$ cat src/rtl/adc_hif_pkg.sv
// Package: shared types for the converter host interface.
// Assumes: strobes given to decode_mode are already synchronised, active low.
package adc_hif_pkg;

    typedef enum logic [1:0] {
        MODE_SLOW = 2'd0,   // host-started conversions, busy is meaningful
        MODE_FAST = 2'd1,   // free-running, byte reads must go high first
        MODE_DMA  = 2'd2    // free-running with all strobes tied active
    } hif_mode_e;

    // Decode the operating style from the strap and the synchronised strobes.
    function automatic hif_mode_e decode_mode(input logic slow_pin,
                                              input logic cs_n,
                                              input logic wr_n,
                                              input logic rd_n);
        if (!slow_pin)
            return MODE_FAST;
        else if (!cs_n && !wr_n && !rd_n)
            return MODE_DMA;
        else
            return MODE_SLOW;
    endfunction

endpackage

$ cat src/rtl/adc_hif_sync.sv
// Module: multi-stage synchroniser for a bundle of asynchronous inputs.
// Assumes: each bit is independent; the reset value is given per bit.
module adc_hif_sync #(
    parameter int           W       = 4,
    parameter int           STAGES  = 2,
    parameter logic [W-1:0] RST_VAL = '1
) (
    input  logic         clk,
    input  logic         rst_n,
    input  logic [W-1:0] din,
    output logic [W-1:0] dout
);

    logic [W-1:0] stg [STAGES];

    for (genvar g = 0; g < STAGES; g++) begin : g_stage
        if (g == 0) begin : g_first
            // First flop stage samples the raw pins.
            always_ff @(posedge clk) begin
                if (!rst_n) stg[g] <= RST_VAL;
                else        stg[g] <= din;
            end
        end else begin : g_next
            // Later stages shift the sample along.
            always_ff @(posedge clk) begin
                if (!rst_n) stg[g] <= RST_VAL;
                else        stg[g] <= stg[g-1];
            end
        end
    end

    assign dout = stg[STAGES-1];

endmodule

$ cat src/rtl/adc_hif_start.sv
// Module: conversion start control and busy flag.
// Assumes: synchronised active-low strobes. The core answers each start
// with exactly one done pulse, and never in the cycle of the start itself.
module adc_hif_start
    import adc_hif_pkg::*;
(
    input  logic      clk,
    input  logic      rst_n,
    input  hif_mode_e mode,
    input  logic      cs_s,
    input  logic      wr_s,
    input  logic      conv_done,
    output logic      conv_start,
    output logic      in_conv,
    output logic      busy
);

    logic qual_low;   // write request qualified for the current mode
    logic qual_prev;  // previous value, for falling-edge detection
    logic trig;       // an edge seen while busy, waiting to start
    logic issue;      // start a conversion on the next edge

    // Write counts when low, and also needs chip select except free-running.
    always_comb qual_low = !wr_s && ((mode == MODE_FAST) || !cs_s);

    // Start when idle and either a stored edge or a held write asks for it.
    always_comb issue = !in_conv && !conv_start && (trig || qual_low);

    // Edge memory, start pulse and conversion-in-progress state.
    always_ff @(posedge clk) begin
        if (!rst_n) begin
            qual_prev  <= 1'b0;
            trig       <= 1'b0;
            conv_start <= 1'b0;
            in_conv    <= 1'b0;
        end else begin
            qual_prev  <= qual_low;
            conv_start <= issue;
            if (issue)
                trig <= 1'b0;
            else if (qual_low && !qual_prev)
                trig <= 1'b1;
            if (conv_start)
                in_conv <= 1'b1;
            else if (conv_done)
                in_conv <= 1'b0;
        end
    end

    // Busy is only reported in host-started operation; else it reads low.
    always_comb busy = (mode == MODE_SLOW) ? !(in_conv || conv_start) : 1'b0;

endmodule

$ cat src/rtl/adc_hif_latch.sv
// Module: output result latch with high-byte-first freeze.
// Assumes: hi_read and lo_read come from synchronised strobes; freeze_en is
// set only for free-running operation on a byte-wide bus.
module adc_hif_latch #(
    parameter int DATA_W = 10
) (
    input  logic            clk,
    input  logic            rst_n,
    input  logic            freeze_en,
    input  logic            hi_read,
    input  logic            lo_read,
    input  logic            conv_done,
    input  logic [DATA_W-1:0] conv_code,
    input  logic            conv_ovr,
    output logic [DATA_W:0] result,
    output logic            frozen
);

    logic lo_prev;   // low-byte read was active last cycle
    logic block;     // updates inhibited this cycle

    // A high-byte read blocks updates from its first cycle on.
    always_comb block = frozen || (freeze_en && hi_read);

    // Freeze state and result capture; a blocked result is simply dropped.
    always_ff @(posedge clk) begin
        if (!rst_n) begin
            result  <= '0;
            frozen  <= 1'b0;
            lo_prev <= 1'b0;
        end else begin
            lo_prev <= lo_read;
            if (!freeze_en)
                frozen <= 1'b0;
            else if (hi_read)
                frozen <= 1'b1;
            else if (lo_prev && !lo_read)
                frozen <= 1'b0;
            if (conv_done && !block)
                result <= {conv_ovr, conv_code};
        end
    end

endmodule

$ cat src/rtl/adc_host_if.sv
// Module: top of the converter host interface.
// Does: synchronises the strobes, decodes the operating style, drives
// conversion starts and busy, latches results and makes the byte enables.
// Assumes: slow_mode and wide_bus are static straps; pads apply the enables.
module adc_host_if
    import adc_hif_pkg::*;
#(
    parameter int DATA_W      = 10,
    parameter int SYNC_STAGES = 2
) (
    input  logic              clk,
    input  logic              rst_n,
    input  logic              cs_n,
    input  logic              wr_n,
    input  logic              rd_n,
    input  logic              slow_mode,
    input  logic              wide_bus,
    input  logic              hi_sel,
    output logic              conv_start,
    input  logic              conv_done,
    input  logic [DATA_W-1:0] conv_code,
    input  logic              conv_ovr,
    output logic [DATA_W:0]   dout,
    output logic              dout_hi_oe,
    output logic              dout_lo_oe,
    output logic              busy,
    output logic              busy_oe
);

    localparam int NSYNC = 4;
    localparam logic [NSYNC-1:0] SYNC_RST = 4'b0111;

    logic [NSYNC-1:0] raw_in, syn;
    logic cs_s, wr_s, rd_s, hi_s;
    hif_mode_e mode;
    logic read_act, hi_read, lo_read, freeze_en;
    logic in_conv_w, frozen_w;

    assign raw_in = {hi_sel, rd_n, wr_n, cs_n};

    adc_hif_sync #(
        .W       (NSYNC),
        .STAGES  (SYNC_STAGES),
        .RST_VAL (SYNC_RST)
    ) sync_i (
        .clk   (clk),
        .rst_n (rst_n),
        .din   (raw_in),
        .dout  (syn)
    );

    assign {hi_s, rd_s, wr_s, cs_s} = syn;

    // Operating style and read decode from synchronised strobes.
    always_comb begin
        mode      = decode_mode(slow_mode, cs_s, wr_s, rd_s);
        read_act  = !cs_s && !rd_s;
        hi_read   = read_act && !wide_bus && hi_s;
        lo_read   = read_act && !wide_bus && !hi_s;
        freeze_en = (mode == MODE_FAST) && !wide_bus;
    end

    adc_hif_start start_i (
        .clk        (clk),
        .rst_n      (rst_n),
        .mode       (mode),
        .cs_s       (cs_s),
        .wr_s       (wr_s),
        .conv_done  (conv_done),
        .conv_start (conv_start),
        .in_conv    (in_conv_w),
        .busy       (busy)
    );

    adc_hif_latch #(
        .DATA_W (DATA_W)
    ) latch_i (
        .clk       (clk),
        .rst_n     (rst_n),
        .freeze_en (freeze_en),
        .hi_read   (hi_read),
        .lo_read   (lo_read),
        .conv_done (conv_done),
        .conv_code (conv_code),
        .conv_ovr  (conv_ovr),
        .result    (dout),
        .frozen    (frozen_w)
    );

    // Output enables for the two byte lanes and for the busy pin.
    always_comb begin
        dout_hi_oe = read_act && (wide_bus || hi_s);
        dout_lo_oe = read_act && (wide_bus || !hi_s);
        busy_oe    = !(cs_s && rd_s);
    end

endmodule

$ cat config.mk
export PLATFORM = sky130hd
export DESIGN_NAME = adc_host_if
export DESIGN_NICKNAME = d
export VERILOG_FILES = /design/src/rtl/adc_hif_pkg.sv /design/src/rtl/adc_hif_sync.sv /design/src/rtl/adc_hif_start.sv /design/src/rtl/adc_hif_latch.sv /design/src/rtl/adc_host_if.sv
export SDC_FILE = /design/constraint.sdc
export NUM_CORES = 1
export LEC_CHECK = 0
export BUFFER_PORTS_ARGS = -buffer_cell sky130_fd_sc_hd__buf_2
export CELL_PAD_IN_SITES_DETAIL_PLACEMENT = 2
export CELL_PAD_IN_SITES_GLOBAL_PLACEMENT = 2
export CORE_UTILIZATION = 26
export DETAILED_ROUTE_END_ITERATION = 8
export GPL_TIMING_DRIVEN = 0
export PLACE_DENSITY_LB_ADDON = 0.1
export SETUP_SLACK_MARGIN = 0.2
export SYNTH_ARGS = -nofsm -noshare
export SYNTH_HDL_FRONTEND = slang
export SYNTH_SLANG_ARGS = --single-unit
$ cat constraint.sdc
create_clock -name clk -period 1.4 [get_ports clk]
set_input_delay 0.07 -clock clk [delete_from_list [all_inputs] [get_ports clk]]
set_output_delay 0.07 -clock clk [all_outputs]
set_load 0.05 [all_outputs]
==> summary.md, run 1 <==
| Metric | Value |
|---|---|
| Outcome | finished, violations left |
| Aggregate global routing overflow | 0 |
| Die area | roughly 4500 sq um |
| Final setup violation count | 4 |
| Starting Density | 27.36% |
| Number of global-route vias before repair | 1146 |
| Register area share after synthesis | 45.40% |
| DRT iter0 DRCs | 29 |
| Grt met1 use | 22.99% |
| Commonest non-fill, non-tap cell in the layout | buf_2 |
| Type of origin of the critical path | flip-flop |
| Achievable Freq | 709.8 MHz |
| H-tree levels | 1 |
| Syn Area/Cell | a little under 10 sq um |
| DRC violations left | 0 |
| Lkg Pwr | 0.6338 nW |
| Period utilization | 100.6% |
| Min Tclk post-route | 1.409 ns |
| Final Skew | 0.002134 ns |
| Routed wire per std cell | 16.00 microns |
| EDFF count, synth | 0 |
| Area grow syn2layout | 45.06% |
| Top cell type's share of synthesized area | between 40% and 50% |
| CP Data Arrival Time | 1.57 ns |
| Worst setup path startpoint | sync_i.stg[1][0] |
| Port Buf Inserts | 34 |
| Detail-routed via count per cell | about 5.1 |
| Met3 usage | 2.055% |
| Synthesis-stage register bit count | 25 |
| Reg2reg start | sync_i.stg[1][0] |
| Final #Nets | approximately 180 |
| Clock share of power | 30.8% |
| Slew margin rel. | 70.51% |
| Worst Tran Pin Value | ~0.44 ns |
| Register share of total power | between 40% and 50% |
| Routed Antenna Nets | 0 |
| P_int | about 1.1 mW |
| Routed vias | 1062 |
| Dominant cells by area after synthesis | dfxtp_1, o2111ai_1, o311ai_1 |
| Rows | 23 |
| First-pass GRT wire length | 5561 microns |
| Post-Syn Nets | around 130 |
| Commonest non-fill, non-tap cells in the layout | buf_2, dfxtp_1, nand2_1, nand3_1, o311ai_1 |
| Fin worst setup slack | -0.008847 ns |
| Inserted Clock Buffers | 3 |
| Worst setup EP type | flip-flop |
| Crit path kind | reg2reg |
| Die Y | 67.11 microns |
| Clock tree buffer depth | 2 |
| Gate count after technology mapping | approximately 110 |
| RSZ-0062 raised after global routing | yes |
| Io pins | 36 |
| CTS tree | built |
| Worst min-delay path category | in2reg |
| Clk Latency, worst-skew pair | approximately 0.27 ns |
| Comb power frac | 19.4% |
| Max-cap viol count | 0 |
| Hold_ws | approximately 0.077 ns |
| Die width | 67.11 microns |
| VDD IR max | 0.3770 mV |
| Met2 usage | between 20 and 30% |
| HP Start | conv_code[0] |
| Reg clk slew, reported paths | 0.10 ns |
| Diodes inserted | 0 |
| Post-place setup slack | -0.08632 ns |
| Max-slew violations | 0 |
| Largest net degree at the start of global routing | 17 |
| Clk sinks | 25 |
| Final Hold Viols | 0 |
| CP required | 1.56 ns |
| Unique masters post-synth | 27 |
| Tot GR Track Use | 16.69% |
| Area leader, netlist | dfxtp_1 |
| Cell Pwr Density | 957.1 nW/um^2 |
| Failing checks | negative setup slack |
| Initial antenna violation count | 0 |
| Syn Std Cell Area | 1102 sq um |
| Root buffer cell | clkbuf_8 |
| Final Total Pwr | about 1.5 mW |
| NetSw | 0.4722 mW |
| Post-detail-place hpwl | approximately 2400 microns |
| DRT Wirelength | 3361 microns |
| Ys async rst share | 0% |
| Layout cell share with drive strength beyond 1 | roughly 45% |
| GRT busiest layer | met2 |
| Main synth FF type | dfxtp_1 |
| First-pass iteration count of the detailed router | 4 |
| Placeable core region | ~4000 sq um |
| Worst-path fanout max | 10 |
| Switch share | 30.85% |
| Synth warnings | 0 |
| GP Congestion | 0.7602 |
==> registers in the layout, summed over array words and instances (netlist names) <==
| name | cells |
|---|---|
| sync_i.stg | 8 |
| start_i.in_conv | 1 |
| start_i.qual_prev | 1 |
| latch_i.frozen | 1 |
| latch_i.result | 11 |
| start_i.conv_start | 1 |
| latch_i.lo_prev | 1 |
| start_i.trig | 1 |
==> critical path, stage by stage (launching register included) <==
cell and delay, ns:
dfxtp_4 0.37, or3b_4 0.44, buf_8 0.17, o2111ai_1 0.18, o311ai_1 0.12
==> metrics by stage <==
step                      cell area (sq um)  TNS [ns]  utilization, %  std cells
final                                  1599  -0.02672           39.69        210
after global routing                   1599   -0.5923           39.69        210
after CTS                              1548  -0.02467           38.42        209
after detailed placement               1346   -0.4400           33.42        196
after global placement                 1346   -0.2018           33.42        196
after floorplan                        1114         0               -        112
==> final timing paths <==
path / to / slack (ns) / cells after the start
max reg2reg: latch_i.result[4] / -0.009 / 4
min reg2reg: sync_i.stg[1][0] / 0.42 / 1
max: latch_i.result[4] / -0.009 / 4
min: latch_i.result[0] / 0.08 / 3
==> timing repair <==
item | in CTS | in global routing
hold buffers | 5 | 0
setup buffers | 4 | 1
gates resized for setup | 19 | 13
pin swaps | 3 | 6
hold endpoints to repair | 5 | 0
setup endpoints to repair | 15 | 17
==> synth_stat cells (2+ instances only) <==
master          n
dfxtp_1        25
nand2_1        13
nand3_1        11
o2111ai_1      10
o311ai_1       10
nand2b_1        8
buf_6           5
and2_1          3
dlygate4sd1_1   3
nor2b_1         3
a21oi_1         2
buf_2           2
nor2_1          2
nor3_1          2
==> cell type report <==
| cell class | count | area (sq um) |
|---|---|---|
| buffer | 11 | 103.9 |
| clock buffer | 3 | 41.29 |
| clock inverter | 1 | 8.758 |
| fill | 444 | 2430 |
| inverter | 1 | 3.754 |
| multi-input combinational | 75 | 571.8 |
| sequential | 25 | 509.2 |
| tap | 50 | 62.56 |
| timing repair buffer | 44 | 297.8 |
==> metal layers <==
metal  routed length (microns)  share of wire [%]  up-vias
met4                        19               0.57        0
met5                         0                  0        -
met3                        91                2.7        2
met2                      1594                 47       20
met1                      1656                 49      523
li1                          -                  -      517
==> power groups by stage <==
stage	clock (mW)	sequential (mW)	combinational (mW)
6_report	0.472	0.761	0.298
5_1_grt	0.508	0.766	0.320
4_1_cts	0.476	0.761	0.287
3_5_place_dp	0	0.783	0.256
3_3_place_gp	0	0.779	0.252
2_1_floorplan	0	0.844	0.109
==> cell families (layout without fill, tap and decap cells) <==
kind of cell	Yosys count	after routing	synth area share, %
simple gates	46	46	21.80
flops	25	25	45.40
buf+inv	12	60	9.421
compound gates	29	29	23.38
Power figures use the tool's default switching activity.
==> run 2: changes to the inputs <==
- CORE_UTILIZATION: 26 -> 29
- CTS_BUF_LIST: not set -> sky130_fd_sc_hd__clkbuf_16
- RECOVER_POWER: not set -> 25
- clock period: 1.4 -> 1.5 ns (I/O delays scaled with it)
==> summary.md, run 2 (synthesized netlist as in run 1, its figures left out) <==
| Metric | Value |
|---|---|
| Aggregate global routing overflow | 0 (unchanged) |
| Area grow syn2layout | 42.79% (was 45.06%) |
| DRC violations left | 0 (unchanged) |
| Top Layer Used | met4 (unchanged) |
| Clk Latency, worst-skew pair | 0.27 ns (about the same) |
| Hold path depth | 2 (was 3) |
| Final #Nets | 178 (was 181) |
| H-tree levels | 1 (unchanged) |
| DRT Wirelength | 3315 microns (was 3361 microns) |
| Cell area after layout | 1574 sq um (was 1599 sq um) |
| Die width | 63.65 microns (was 67.11 microns) |
| Port Buf Inserts | 34 (unchanged) |
| First-pass GRT wire length | 5299 microns (was 5561 microns) |
| Worst setup EP type | flip-flop (unchanged) |
| Wire length on met3 | 118 microns (was 91 microns) |
| Outcome | complete, no violations (was finished, violations left) |
| Dpl cell area | 1344 sq um (was 1346 sq um) |
| Post-detail-place hpwl | 2243 microns (was 2385 microns) |
| Cell Pwr Density | 1016 nW/um^2 (was 957.1 nW/um^2) |
| Detail-routed via count per cell | 5.259 (was 5.057) |
| Clock tree buffer depth | 2 (unchanged) |
| Min Tclk post-route | 1.429 ns (was 1.409 ns) |
| Rows | 22 (was 23) |
| Post-Layout Cell Count | 205 (was 210) |
| Worst-path fanout max | 7 (was 10) |
| Commonest non-fill, non-tap cells in the layout | buf_2, dfxtp_1, nand2_1, nand3_1, o2111ai_2 (was buf_2, dfxtp_1, nand2_1, nand3_1, o311ai_1) |
| Worst r2r path cells | 4 (unchanged) |
| Achievable Freq | 699.7 MHz (was 709.8 MHz) |
| Biggest register | latch_i.result (unchanged) |
| Footprint of the multi-input gates | 574.3 sq um (was 571.8 sq um) |
| Io pins | 36 (unchanged) |
| Routed wire per std cell | 16.17 microns (was 16.00 microns) |
| Die area | 4051 sq um (was 4504 sq um) |
| Root buffer cell | clkbuf_16 (was clkbuf_8) |
| Reg area | 505.5 sq um (was 509.2 sq um) |
| Largest net degree at the start of global routing | 17 (unchanged) |
| Worst Tran Pin Value | 0.4771 ns (was 0.4424 ns) |
| Slew margin rel. | 68.19% (was 70.51%) |
| Die Y | 63.65 microns (was 67.11 microns) |
| VDD IR max | 0.6473 mV (was 0.3770 mV) |
| CP required | 1.64 ns (was 1.56 ns) |
| Max-slew violations | 0 (unchanged) |
| Lkg Pwr | 0.6226 nW (was 0.6338 nW) |
| Utilization after layout | 42.99% (was 39.69%) |
| Period utilization | 95.28% (was 100.6%) |
| Reg clk slew, reported paths | 0.07 ns (was 0.10 ns) |
| Final Skew | 0.005671 ns (was 0.002134 ns) |
| Commonest non-fill, non-tap cell in the layout | buf_2 (unchanged) |
| Worst min-delay path category | in2reg (unchanged) |
| Placeable core region | 3661 sq um (was 4029 sq um) |
| CTS tree | built (unchanged) |
| Diodes inserted | 0 (unchanged) |
| Max-cap viol count | 0 (unchanged) |
| Layout cell share with drive strength beyond 1 | 43.31% (was 45.00%) |
| Initial antenna violation count | 0 (unchanged) |
| Post-route setup TNS | 0 ns (was -0.02672 ns) |
| Type of origin of the critical path | flip-flop (unchanged) |
| Final setup violation count | 0 (was 4) |
| Fillers | 402 (was 444) |
| Final Hold Viols | 0 (unchanged) |
| CP Data Arrival Time | 1.57 ns (about the same) |
| Number of global-route vias before repair | 1077 (was 1146) |
| Routed vias | 1078 (was 1062) |
| Clk sinks | 25 (unchanged) |
| Crit path kind | reg2reg (unchanged) |
| Placed insts | 194 (was 196) |
| RSZ-0062 raised after global routing | yes (unchanged) |
| Tot GR Track Use | 17.33% (was 16.69%) |
| Routed Antenna Nets | 0 (unchanged) |
| Number of flip-flops in the largest register | 11 (unchanged) |
| DRT iter0 DRCs | 39 (was 29) |
| Routed wl met2 | 1589 microns (was 1594 microns) |
| Starting Density | 30.11% (was 27.36%) |
| First-pass iteration count of the detailed router | 2 (was 4) |
| Met1 WL | 1553 microns (was 1656 microns) |
| GP Congestion | 0.7017 (was 0.7602) |
| Inserted Clock Buffers | 3 (unchanged) |
| Largest registers | latch_i.result (11), sync_i.stg (8) (unchanged) |
[run 2: cell types whose count changed in the layout (fill, tap and decap cells not counted), sizes merged]
cell | previous run | this run
clkbuf | 4 | 8
buf | 47 | 42
dlygate4sd3 | 5 | 3
[run 2: routing by layer]
metal / GRT usage [%] / vias up
li1: - / 516
met1: 21.46 / 537
met2: 28.59 / 21
met3: 3.623 / 4
met4: 7.670 / 0
met5: 0 / -
[run 2: through the flow]
step           setup WS [ns]  power [mW]  hold WS [ns]
6_report             0.07081       1.600      0.008181
5_1_grt             0.003961       1.683       0.01352
4_1_cts              0.07866       1.613      0.005469
3_5_place_dp         0.06421      0.9675        0.2606
3_3_place_gp         0.05593      0.9609        0.2559
2_1_floorplan         0.1864      0.8897        0.1478
[run 2: repair_timing]
| item | in CTS | in global routing |
|---|---|---|
| hold buffers | 3 | 0 |
| resized for setup | 4 | 17 |
| setup endpoints to repair | 12 | 12 |
| endpoints found under the hold margin | 3 | 0 |
| pin swaps | 1 | 6 |
| buffers inserted | 1 | 2 |
| gates cloned | 0 | 1 |
[run 2: critical path, stage by stage (launching register included)]
cell and delay [ns]:
dfxtp_4 0.37, or3b_4 0.46, clkbuf_16 0.18, o2111ai_2 0.16, o311ai_1 0.12
[run 2: final timing paths]
check                        start                end  slack, ns
setup / recovery  sync_i.stg[1][0]  latch_i.result[3]       0.07
hold / removal              hi_sel   sync_i.stg[0][3]      0.008
setup reg to reg  sync_i.stg[1][0]  latch_i.result[3]       0.07
hold reg to reg   sync_i.stg[0][2]   sync_i.stg[1][2]       0.41
[run 2: final cells by class]
type	instances	share of cell area, %
buffer	11	5.882
clock buffer	3	4.769
clock inverter	1	0.5564
inverter	1	0.2385
multi-input combinational	75	36.49
sequential	25	32.11
tap	48	3.816
timing repair buffer	41	16.14
[run 2: power breakdown]
part / internal (mW) / switching (mW) / total [mW] / leakage, nW
clock network: 0.369 / 0.259 / 0.628 / 0.0415
registers: 0.692 / 0.0196 / 0.712 / 0.206
logic: 0.0878 / 0.172 / 0.260 / 0.375
